**config.mk**
```make
export PLATFORM = sky130hd
export DESIGN_NAME = txf_empty_irq
export DESIGN_NICKNAME = d
export VERILOG_FILES = /design/src/rtl/txf_pkg.sv /design/src/rtl/txf_level_cmp.sv /design/src/rtl/txf_stat_reg.sv /design/src/rtl/txf_irq_gate.sv /design/src/rtl/txf_empty_irq.sv
export SDC_FILE = /design/constraint.sdc
export NUM_CORES = 1
export LEC_CHECK = 0
export ABC_AREA = 0
export BUFFER_PORTS_ARGS = -buffer_cell sky130_fd_sc_hd__buf_2
export CORE_AREA = 2 2 39 41
export CTS_CLUSTER_DIAMETER = 100
export DETAILED_ROUTE_END_ITERATION = 7
export DIE_AREA = 0 0 41 43
export PLACE_DENSITY = 0.49
export SLEW_MARGIN = 20
export SYNTH_ARGS = -nofsm -noshare
export SYNTH_HDL_FRONTEND = slang
export SYNTH_HIERARCHICAL = 1
export SYNTH_SLANG_ARGS = --single-unit
```
**constraint.sdc**
```tcl
create_clock -name clk -period 0.8 [get_ports clk]
set_input_delay 0.16 -clock clk [delete_from_list [all_inputs] [get_ports clk]]
set_output_delay 0.16 -clock clk [all_outputs]
set_load 0.005 [all_outputs]
```
**src/rtl/txf_pkg.sv**
```systemverilog
package txf_pkg;

  // Configuration bits that steer the threshold logic
  typedef struct packed {
    logic full_sel;   // 1: fire only when completely empty
    logic dma_on;     // 1: DMA mode, status not set
  } txf_cfg_t;

  // Threshold arithmetic: half-empty means occ*2 <= depth
  function automatic logic thresh_met(input int unsigned occ,
                                      input int unsigned depth,
                                      input logic        full_sel);
    if (full_sel) return (occ == 0);
    return ((occ << 1) <= depth);
  endfunction

endpackage

```
**src/rtl/txf_level_cmp.sv**
```systemverilog
module txf_level_cmp
  import txf_pkg::*;
#(
  parameter int OCC_W = 8
) (
  input  logic [OCC_W-1:0] occ_i,
  input  logic [OCC_W-1:0] depth_i,
  input  txf_cfg_t         cfg_i,
  output logic             hit_o
);

  logic thr_met;

  assign thr_met = thresh_met(32'(occ_i), 32'(depth_i), cfg_i.full_sel);
  assign hit_o   = thr_met && !cfg_i.dma_on;

endmodule

```
**src/rtl/txf_stat_reg.sv**
```systemverilog
module txf_stat_reg (
  input  logic clk,
  input  logic rst_n,
  input  logic set_i,
  input  logic clr_i,
  output logic stat_o
);

  always_ff @(posedge clk or negedge rst_n) begin
    if (!rst_n)     stat_o <= 1'b0;
    else if (clr_i) stat_o <= 1'b0;
    else if (set_i) stat_o <= 1'b1;
  end

  // sticky while no clear
  a_r4_sticky: assert property (@(posedge clk) disable iff (!rst_n)
    stat_o && !clr_i |=> stat_o);

  // a clear strobe drops the bit at the next edge
  a_r5_clear_drops: assert property (@(posedge clk) disable iff (!rst_n)
    clr_i |=> !stat_o);

  // with the condition held after a clear, the bit returns
  a_r5_reset_again: assert property (@(posedge clk) disable iff (!rst_n)
    set_i && !clr_i |=> stat_o);

endmodule

```
**src/rtl/txf_irq_gate.sv**
```systemverilog
module txf_irq_gate (
  input  logic clk,
  input  logic rst_n,
  input  logic stat_i,
  input  logic unmask_i,
  output logic irq_o
);

  always_ff @(posedge clk or negedge rst_n) begin
    if (!rst_n) irq_o <= 1'b0;
    else        irq_o <= stat_i & unmask_i;
  end

  // masked line stays low next cycle
  a_r8_masked_low: assert property (@(posedge clk) disable iff (!rst_n)
    !unmask_i |=> !irq_o);

  // unmasked status reaches the line one cycle later
  a_r7_line_follows: assert property (@(posedge clk) disable iff (!rst_n)
    stat_i && unmask_i |=> irq_o);

endmodule

```
**src/rtl/txf_empty_irq.sv**
```systemverilog
module txf_empty_irq
  import txf_pkg::*;
#(
  parameter int OCC_W = 8
) (
  input  logic             clk,
  input  logic             rst_n,
  input  logic [OCC_W-1:0] occupancy,
  input  logic [OCC_W-1:0] depth,
  input  logic             full_sel,
  input  logic             dma_on,
  input  logic             glb_unmask,
  input  logic             stat_clr,
  output logic             room_stat,
  output logic             irq
);

  txf_cfg_t cfg;
  logic     thr_hit;   // threshold event, brought out for checks

  assign cfg.full_sel = full_sel;
  assign cfg.dma_on   = dma_on;

  txf_level_cmp #(.OCC_W(OCC_W)) u_cmp (
    .occ_i   (occupancy),
    .depth_i (depth),
    .cfg_i   (cfg),
    .hit_o   (thr_hit)
  );

  txf_stat_reg u_stat (
    .clk    (clk),
    .rst_n  (rst_n),
    .set_i  (thr_hit),
    .clr_i  (stat_clr),
    .stat_o (room_stat)
  );

  txf_irq_gate u_gate (
    .clk      (clk),
    .rst_n    (rst_n),
    .stat_i   (room_stat),
    .unmask_i (glb_unmask),
    .irq_o    (irq)
  );

  // DMA mode never sets a cleared status
  a_r6_dma_quiet: assert property (@(posedge clk) disable iff (!rst_n)
    dma_on && !room_stat |=> !room_stat);

  // full-empty mode ignores non-zero occupancy
  a_r3_full_only: assert property (@(posedge clk) disable iff (!rst_n)
    full_sel && (occupancy != '0) && !room_stat |=> !room_stat);

  // half mode with more than half full does not set
  a_r2_over_half: assert property (@(posedge clk) disable iff (!rst_n)
    !full_sel && ({1'b0, occupancy} + {1'b0, occupancy} > {1'b0, depth})
      && !room_stat |=> !room_stat);

endmodule

```
==> flow_metrics.env <==
export IMPL_via_per_inst=4.305
export IMPL_drive_gt1_frac=0.6515
export IMPL_finalMaxSlewViolations=0
export IMPL_avgSynthCellArea_um2=8.493
export IMPL_hpwl_um=615.9
export IMPL_worstSetupPathType="primary input to flop"
export IMPL_grt_pass1_wl_um=1386
export IMPL_path_clk_slew_ns=0.03
export IMPL_slowest_delay_ns=0.25
export IMPL_synth_seq_cells=2
export IMPL_yosys_warnings=6
export IMPL_drc=0
export IMPL_num_rows=14
export IMPL_worstRegToRegCells=2
export IMPL_overflow=0
export IMPL_die_area_um2=1763
export IMPL_clockRootBuffer="clkbuf_4"
export IMPL_die_w_um=41
export IMPL_tightest_slew_ns=0.2639
export IMPL_postLayoutSetupSlackWorst_ns=-0.5607
export IMPL_finalSetupViolCount=3
export IMPL_worstPathMaxFanout=2
export IMPL_hold_violations=0
export IMPL_grt_pass1_vias=373
export IMPL_cts_tree="done"
export IMPL_cp_arrival_ns=1.52
export IMPL_violations="negative setup slack"
export IMPL_cts_path_max_buffers=2
export IMPL_start_util=0.2025
export IMPL_skew_ns=0.005826
export IMPL_antenna_found_initial=0
export IMPL_synthCells=33
export IMPL_yosysSeqAreaShare=0.1786
export IMPL_cts_buffers=3
export IMPL_syn_to_final_growth_pct=121.0
export IMPL_antenna_cells=0
export IMPL_gp_congestion=0.7136
export IMPL_pre_cts_ws_ns=-0.9090
export IMPL_detail_route_antenna_nets=0
export IMPL_max_cap_violations=0
export IMPL_grt_max_degree=3
export IMPL_cts_htree_levels=1
export IMPL_cts_sinks=2
export IMPL_via_count=353
export IMPL_fin_crit_sh=1.701
export IMPL_min_path_cells=2
export IMPL_worstSetupEndpointType="flop"
export IMPL_crit_required_ns=0.96
export IMPL_grt_usage=0.1083
export IMPL_final_cell_area_um2=619.3
export IMPL_drt_pre_antenna_iters=1
export IMPL_core_um2=1384
export IMPL_io_buffer_count=23
export IMPL_nets=97
export IMPL_power_density_nw_per_um2=915.5
export IMPL_syn_area_um2=280.3
export IMPL_slew_headroom=0.8224
export IMPL_drtIter0Drc=0
export IMPL_synth_cell_type_count=15
export IMPL_hold_class="primary input to flop"
export IMPL_timing_setup_tns_ns=-0.6922
export IMPL_syn_nets=62
export IMPL_ios=24
export IMPL_p_leak_nw=0.3268
export IMPL_period_minus_slack_ns=1.361
export IMPL_die_h_um=43
export IMPL_vdd_drop_max_v=0.0005720
export IMPL_clkLatencyLatePin_ns=0.22
export IMPL_rsz0062_at_grt="yes"
export IMPL_wl_per_cell_um=8.707
export IMPL_cpMaxStageDelayCell="o31a_1"
export IMPL_max_freq_ghz=0.7349
export IMPL_wl_um=714
export IMPL_status="finished with violations"
export IMPL_cp_cell_sequence="buf_8 -> inv_12 -> ha_4 -> and4b_1 -> nand3_2 -> o31a_1 -> a221oi_2 -> o21ba_1"
export IMPL_placed_cell_area_um2=498.0
export IMPL_critPathLaunchType="primary input"
power breakdown:
group / total [W] / switching [W] / internal [W]
combinational: 0.000238 / 0.0000930 / 0.000145
clock: 0.000219 / 0.0000536 / 0.000165
sequential: 0.000110 / 0.00000281 / 0.000107
per-layer routing:
metal	global-route usage	up-vias	wire [um]
met4	0.04000	0	0
met2	0.1938	15	369
met5	0	-	0
met3	0	0	59
li1	-	184	-
met1	0.1282	154	285
cells in the mapped netlist:
library cell,count,area (um2)
ha_1,7,87.58
o21ba_1,1,10.01
and4b_1,1,10.01
o31a_1,1,8.760
a221oi_2,1,15.01
a211oi_1,1,7.510
o221ai_1,1,8.760
nand3_1,1,5.000
inv_1,9,33.78
nor4_1,2,12.51
and2_1,1,6.260
a21o_1,1,7.510
dfrtp_1,2,50.05
nand2_1,2,7.510
a21oi_1,2,10.01
path summary, 6_finish.rpt:
kind	startpoint	to	slack, ns
setup / recovery	depth[5]	u_stat/stat_o$_DFFE_PN0P_	-0.56
hold / removal	glb_unmask	u_gate/irq_o$_DFF_PN0_	0.15
setup reg to reg	u_stat/stat_o$_DFFE_PN0P_	u_stat/stat_o$_DFFE_PN0P_	0.02
hold reg to reg	u_stat/stat_o$_DFFE_PN0P_	u_stat/stat_o$_DFFE_PN0P_	0.61
max in group asynchronous	rst_n	u_gate/irq_o$_DFF_PN0_	0.45
min in group asynchronous	rst_n	u_stat/stat_o$_DFFE_PN0P_	0.25
cell families after synthesis:
group,count (synthesis),synth area share
DFF,2,0.1786
and+or+nand+nor,7,0.1473
AOI/OAI and AO/OA,8,0.2411
adders and majority gates,7,0.3125
buffers and inverters,9,0.1205
metrics by stage:
stage	power, W	utilization	instances	hold slack, ns
6_report	0.0005670	0.4476	82	0.1497
5_1_grt	0.0006264	0.4476	82	0.1591
4_1_cts	0.0005760	0.4367	81	0.1424
3_5_place_dp	0.0003032	0.3599	76	-0.05306
3_3_place_gp	0.0003025	0.3599	76	-0.05288
2_1_floorplan	0.0001939	-	33	-0.1356
state kept, by name (all words and copies together), names as in the netlist:
name	count
u_gate/irq_o	1
u_stat/stat_o	1
area by class of cell:
cell class              instances  area, um2
multi-input cells              22      262.8
well taps                      16      20.02
inverters                       9      48.80
fillers                       140      764.5
clock buffers                   3      22.52
repair buffers                 30      215.2
flip-flops and latches          2      50.05
cell usage in the layout (no fill, tap or decap), types with 2 or more instances in the layout:
| cell type | n |
|---|---|
| a21oi_1 | 2 |
| buf_2 | 17 |
| buf_4 | 5 |
| buf_6 | 6 |
| clkbuf_4 | 3 |
| dfrtp_1 | 2 |
| ha_1 | 3 |
| ha_4 | 4 |
| inv_1 | 6 |
| nand2_1 | 2 |
| nor4_1 | 2 |
repair_timing:
| item | CTS | global route |
|---|---|---|
| buffers inserted | 1 | 1 |
| resized for setup | 11 | 2 |
| pin swaps | 2 | 5 |
| hold endpoints to repair | 2 | 0 |
| setup endpoints to repair | 3 | 4 |
| hold buffers | 1 | 0 |
critical path: cells and delay by family:
kind	cells	cell delay, ns
compound gates	3	0.66
buf+inv	2	0.12
fa+ha+maj	1	0.23
simple gates	2	0.34
No activity file was read; power rests on OpenSTA's default activity.
